--- src/rtl/trap_filter_pkg.sv ---
package trap_filter_pkg;
  typedef enum logic [1:0] {
    PRIV_USER  = 2'b00,
    PRIV_SUPER = 2'b01,
    PRIV_RSVD  = 2'b10,
    PRIV_MACH  = 2'b11
  } priv_e;
endpackage

--- src/rtl/intercept_ctl.sv ---
module intercept_ctl #(
  parameter bit HAS_U_MODE = 1'b1
) (
  input  logic clk,
  input  logic rst,
  input  logic s_present,
  input  logic we,
  input  logic d_tvm,
  input  logic d_tsr,
  input  logic d_tw,
  output logic tvm_q,
  output logic tsr_q,
  output logic tw_q
);
  logic lower_present;

  generate
    if (HAS_U_MODE) begin : g_with_user
      assign lower_present = 1'b1;
    end else begin : g_no_user
      assign lower_present = s_present;
    end
  endgenerate

  always_ff @(posedge clk) begin
    if (rst) begin
      tvm_q <= 1'b0;
      tsr_q <= 1'b0;
      tw_q  <= 1'b0;
    end else begin
      tvm_q <= (we ? d_tvm : tvm_q) & s_present;
      tsr_q <= (we ? d_tsr : tsr_q) & s_present;
      tw_q  <= (we ? d_tw  : tw_q)  & lower_present;
    end
  end


  s_legal_chk: assert property (@(posedge clk) disable iff (rst)
    !s_present |=> (!tvm_q && !tsr_q));


  tw_legal_chk: assert property (@(posedge clk) disable iff (rst)
    (!s_present && !HAS_U_MODE) |=> !tw_q);
endmodule

--- src/rtl/wfi_timer.sv ---
module wfi_timer #(
  parameter int WFI_LIMIT = 1024
) (
  input  logic clk,
  input  logic rst,
  input  logic waiting,
  output logic timeout
);
  localparam int CW = $clog2(WFI_LIMIT + 1);
  localparam logic [CW-1:0] LAST = CW'(WFI_LIMIT - 1);

  logic [CW-1:0] cnt;

  assign timeout = waiting && (cnt == LAST);

  always_ff @(posedge clk) begin
    if (rst || !waiting || timeout) cnt <= '0;
    else                            cnt <= cnt + 1'b1;
  end


  clear_chk: assert property (@(posedge clk) disable iff (rst)
    !waiting |=> (cnt == '0));


  bound_chk: assert property (@(posedge clk) disable iff (rst)
    cnt <= LAST);
endmodule

--- src/rtl/trap_decide.sv ---
module trap_decide
  import trap_filter_pkg::*;
(
  input  logic       clk,
  input  logic       rst,
  input  logic [1:0] priv_mode,
  input  logic       instr_valid,
  input  logic       vm_op,
  input  logic       is_sret,
  input  logic       tvm,
  input  logic       tsr,
  input  logic       wfi_timeout,
  output logic       illegal_q
);
  logic in_super;
  logic cause;

  assign in_super = (priv_mode == PRIV_SUPER);
  assign cause    = (instr_valid && in_super && ((tvm && vm_op) || (tsr && is_sret)))
                  || wfi_timeout;

  always_ff @(posedge clk) begin
    if (rst) illegal_q <= 1'b0;
    else     illegal_q <= cause && !illegal_q;
  end


  pulse_chk: assert property (@(posedge clk) disable iff (rst)
    illegal_q |=> !illegal_q);


  mach_quiet_chk: assert property (@(posedge clk) disable iff (rst)
    (priv_mode == PRIV_MACH) |=> !illegal_q);


  tvm_trap_chk: assert property (@(posedge clk) disable iff (rst)
    (instr_valid && in_super && tvm && vm_op && !illegal_q) |=> illegal_q);


  tvm_pass_chk: assert property (@(posedge clk) disable iff (rst)
    (instr_valid && in_super && !tvm && !is_sret && !wfi_timeout) |=> !illegal_q);
endmodule

--- src/rtl/priv_trap_filter.sv ---
module priv_trap_filter
  import trap_filter_pkg::*;
#(
  parameter int WFI_LIMIT  = 1024,
  parameter bit HAS_U_MODE = 1'b1
) (
  input  logic       clk,
  input  logic       rst,
  input  logic [1:0] priv_mode,
  input  logic       s_mode_present,
  input  logic       ctl_we,
  input  logic       wr_tvm,
  input  logic       wr_tsr,
  input  logic       wr_tw,
  input  logic       instr_valid,
  input  logic       is_satp_access,
  input  logic       is_sfence_vma,
  input  logic       is_sinval_vma,
  input  logic       is_sret,
  input  logic       is_wfi,
  input  logic       irq_pending,
  output logic       illegal_instr,
  output logic       tvm_q,
  output logic       tsr_q,
  output logic       tw_q
);
  logic vm_op;
  logic waiting;
  logic timeout;

  assign vm_op   = is_satp_access | is_sfence_vma | is_sinval_vma;
  assign waiting = instr_valid && is_wfi && !irq_pending && tw_q
                && (priv_mode != PRIV_MACH);

  intercept_ctl #(.HAS_U_MODE(HAS_U_MODE)) u_ctl (
    .clk       (clk),
    .rst       (rst),
    .s_present (s_mode_present),
    .we        (ctl_we),
    .d_tvm     (wr_tvm),
    .d_tsr     (wr_tsr),
    .d_tw      (wr_tw),
    .tvm_q     (tvm_q),
    .tsr_q     (tsr_q),
    .tw_q      (tw_q)
  );

  wfi_timer #(.WFI_LIMIT(WFI_LIMIT)) u_timer (
    .clk     (clk),
    .rst     (rst),
    .waiting (waiting),
    .timeout (timeout)
  );

  trap_decide u_decide (
    .clk         (clk),
    .rst         (rst),
    .priv_mode   (priv_mode),
    .instr_valid (instr_valid),
    .vm_op       (vm_op),
    .is_sret     (is_sret),
    .tvm         (tvm_q),
    .tsr         (tsr_q),
    .wfi_timeout (timeout),
    .illegal_q   (illegal_instr)
  );


  tw_off_chk: assert property (@(posedge clk) disable iff (rst)
    (!tw_q && !(instr_valid && (priv_mode == PRIV_SUPER) && ((tvm_q && vm_op) || (tsr_q && is_sret))))
      |=> !illegal_instr);
endmodule

--- config.mk ---
export PLATFORM = sky130hd
export DESIGN_NAME = priv_trap_filter
export DESIGN_NICKNAME = d
export VERILOG_FILES = /design/src/rtl/trap_filter_pkg.sv /design/src/rtl/intercept_ctl.sv /design/src/rtl/wfi_timer.sv /design/src/rtl/trap_decide.sv /design/src/rtl/priv_trap_filter.sv
export SDC_FILE = /design/constraint.sdc
export NUM_CORES = 1
export LEC_CHECK = 0
export BUFFER_PORTS_ARGS = -buffer_cell sky130_fd_sc_hd__buf_2
export CORE_MARGIN = 3
export CORE_UTILIZATION = 35
export DETAILED_ROUTE_END_ITERATION = 16
export GPL_TIMING_DRIVEN = 0
export PLACE_DENSITY = 0.68
export SETUP_SLACK_MARGIN = 0.1
export SLEW_MARGIN = 10
export SYNTH_ARGS = -nofsm -noshare
export SYNTH_HDL_FRONTEND = slang
export SYNTH_HIERARCHICAL = 1
export SYNTH_SLANG_ARGS = --single-unit
--- constraint.sdc ---
create_clock -name clk -period 1.8 [get_ports clk]
set_input_delay 0.36 -clock clk [delete_from_list [all_inputs] [get_ports clk]]
set_output_delay 0.36 -clock clk [all_outputs]
set_load 0.01 [all_outputs]
==> summary.txt <==
Die
  • Rows: 15
  • Die ar.: 2520 sq um
  • CORE AREA: 1780 sq um
  • Chip height: 50.2 microns
  • Initial Util: 38.3%
  • Total I/O pin count: 20
  • Die W: 50.2 microns

Setup path
  • Critical Path Fanout Max: 6
  • Worst Path Arrival: 1.75 ns
  • Startpoint Class: flop
  • Slowest cell on crit path: or3_2
  • CP Buf/Inv Count: 0
  • Required @ worst endpoint: 2.01 ns
  • Critical path class: reg2reg
  • Crit-path cells: ha_1 -> nand2_1 -> or3_2 -> a211oi_1
  • Slowest stage delay, CP: 0.49 ns
  • CP delay by family, top: simple AND/OR/NAND/NOR gates
  • CP endpoint kind: flop

Synthesis
  • Simple-gate share of the synthesized area: 29.3%
  • Synth area leaders: dfxtp_1, mux2i_1, nor3_1, a211oi_1, o31ai_1
  • Compound-cell area share of the yosys netlist: 15.0%
  • Fraction of registers with async set/reset: 0%
  • Most common cell in the netlist: dfxtp_1
  • XOR/XNOR Fraction of Synth Area: 3.85%
  • EDFF count, synth: 0
  • Proportion of netlist area held by the largest area contributor: 44.0%
  • Total nets after synthesis: 85
  • Post-Synthesis Cells: 68
  • Multiplexer share of the synthesized area: 4.40%
  • Post-synthesis register bit count: 15
  • Main combinational cell family by area after synthesis: simple AND/OR/NAND/NOR gates
  • Post-synth cell types: 30
  • Sequential cell area fraction in the yosys report: 44.0%
  • Synth Area in Adders: 1.83%
  • Synthesized area: 683 sq um
  • Synth warn: 6
  • Syn_area_per_cell: 10.0 sq um
  • Most instantiated cells after synthesis: dfxtp_1, nor3_1
  • Post-synth top area cell: dfxtp_1
  • Top FF cell, synth: dfxtp_1

GRT
  • Largest net degree at the start of global routing: 11
  • Total global-route track usage: 11.5%
  • First-pass GRT wire length: 2.25 mm
  • Initial antenna violation count: 0
  • Vias in the first global route: 548
  • Total grt overflow: 0

Clocking
  • # clock sinks: 15
  • CTS tree: yes
  • Max H-tree Level: 1
  • Worst skew pair latency: 0.28 ns
  • Root Buffer: clkbuf_4
  • Number of CTS-inserted buffers: 3
  • Cts hold-fix bufs: 0
  • Clock Pin Slew Worst Setup and Hold Paths: 0.09 ns
  • Max Buffers Root-to-Sink: 2

Drt
  • Total wire length: 1.30 mm
  • Vias per cell: 5.02
  • Met2 WL post-DR: 600 microns
  • DR DRC count: 0
  • Via count: 582
  • Top Metal Used: met3
  • Drt first pass iters: 2
  • Detailed Route Iter0 Violations: 4
  • Metal-1 WL: 601 microns
  • Met3 wire length: 100 microns
  • Wire per inst: 11.2 microns
  • Post-route ant nets: 0

STA
  • Fmax: 649 MHz
  • Unrepaired setup endpoints after global routing: no
  • Final Slew Violations: 0
  • Final WS setup: 0.259 ns
  • Setup TNS: 0 ns
  • Final setup fails: 0
  • Max transition margin: 61.2%
  • Final Hold Vio Count: 0
  • Worst Skew: 0.00423 ns
  • Worst slew pin tran: 0.578 ns
  • Period Utilization, post-route: 85.6%
  • Clock period minus worst slack: 1.54 ns

Pwr
  • VDD IR max: 0.443 mV
  • Pwr Total: 0.000563 W
  • Power density over cell area: 665 nW/um^2
  • Leak pwr: 0.299 nW

Place
  • Pre-CTS setup slack: 0.0111 ns
  • GP Congestion: 0.646
  • Dpl hpwl: 979 microns
  • # port buffers: 19

Cells and area
  • Share of layout cells above drive strength 1: 33.0%
  • Multi-input gate area: 380 sq um
  • Inserted Diodes: 0
  • Total Nets Final: 109
  • Register area: 300 sq um
  • Fillers: 176
  • Layout area overhead: 23.8%

Run status
  • Outcome: finished, final reports clean

Flow run
  • # Max-Cap Violations: 0

Hold path
  • Hold WC Path Type: in2reg
[sequential cells by signal (all words and copies together) (netlist names)]
name	count
u_timer/cnt	11
u_ctl/tsr_q	1
u_ctl/tvm_q	1
u_ctl/tw_q	1
u_decide/illegal_q	1
[final timing paths]
path	depth (start not counted)	slack, ns	end	start
setup / recovery	4	0.26	u_timer/cnt[6]	u_timer/cnt[0]
hold / removal	2	0.28	u_decide/illegal_q	rst
setup reg to reg	4	0.26	u_timer/cnt[6]	u_timer/cnt[0]
hold reg to reg	1	0.43	u_decide/illegal_q	u_decide/illegal_q
[layer usage]
layer,global-route usage [%],up-vias
met5,0,-
met4,1.38,0
met3,5.93,0
met2,19.3,16
met1,13.4,257
li1,-,309
[layout by cell type (no fill, tap or decap), drive strengths merged]
master / n
nand4: 1
xor2: 2
clkbuf: 4
buf: 19
nand4b: 1
mux2i: 3
a41oi: 1
nor2: 3
inv: 2
a22o: 1
or4: 3
a21oi: 2
a211oi: 4
nor3b: 2
ha: 1
nand3: 4
or3: 3
clkinv: 1
and3b: 1
dfxtp: 15
o21ai: 2
nor4: 1
nand2b: 2
xnor2: 1
o31ai: 3
nor3: 6
nand2: 3
[kinds of logic after synthesis]
| group | after synthesis |
|---|---|
| multiplexers | 3 |
| AND/OR/NAND/NOR | 30 |
| XOR/XNOR | 3 |
| buffers and inverters | 3 |
| adder cells (fa/ha/maj) | 1 |
| AO/OA/AOI/OAI | 13 |
| flip-flops | 15 |
[per-stage QoR]
step           utilization [%]  cells  instance area, sq um  hold WS [ns]
3_5_place_dp              45.4    112                   810         0.416
4_1_cts                   47.4    116                   846         0.272
6_report                  47.4    116                   846         0.284
5_1_grt                   47.4    116                   846         0.287
2_1_floorplan                -     68                   683         0.431
3_3_place_gp              45.4    112                   810         0.413
[repair_timing]
action                     in CTS  in global routing
pin swaps                       0                  1
buffers inserted                0                  0
hold endpoints to repair        0                  0
resized for setup               1                  0
setup endpoints to repair       9                  8
[power breakdown]
part	internal [W]	leakage, nW	switching, W	total (W)
sequential	0.000335	0.121	0.00000189	0.000337
combinational	0.0000201	0.160	0.0000144	0.0000345
clock	0.0000825	0.0177	0.000109	0.000192
[area by class of cell]
type | count | share of cell area (%)
inverter | 2 | 0.888
clock buffer | 3 | 2.66
multi-input combinational | 50 | 45.0
sequential | 15 | 35.5
tap | 25 | 3.70
timing repair buffer | 19 | 11.2
clock inverter | 1 | 0.592
buffer | 1 | 0.444
Power figures use the tool's default switching activity.
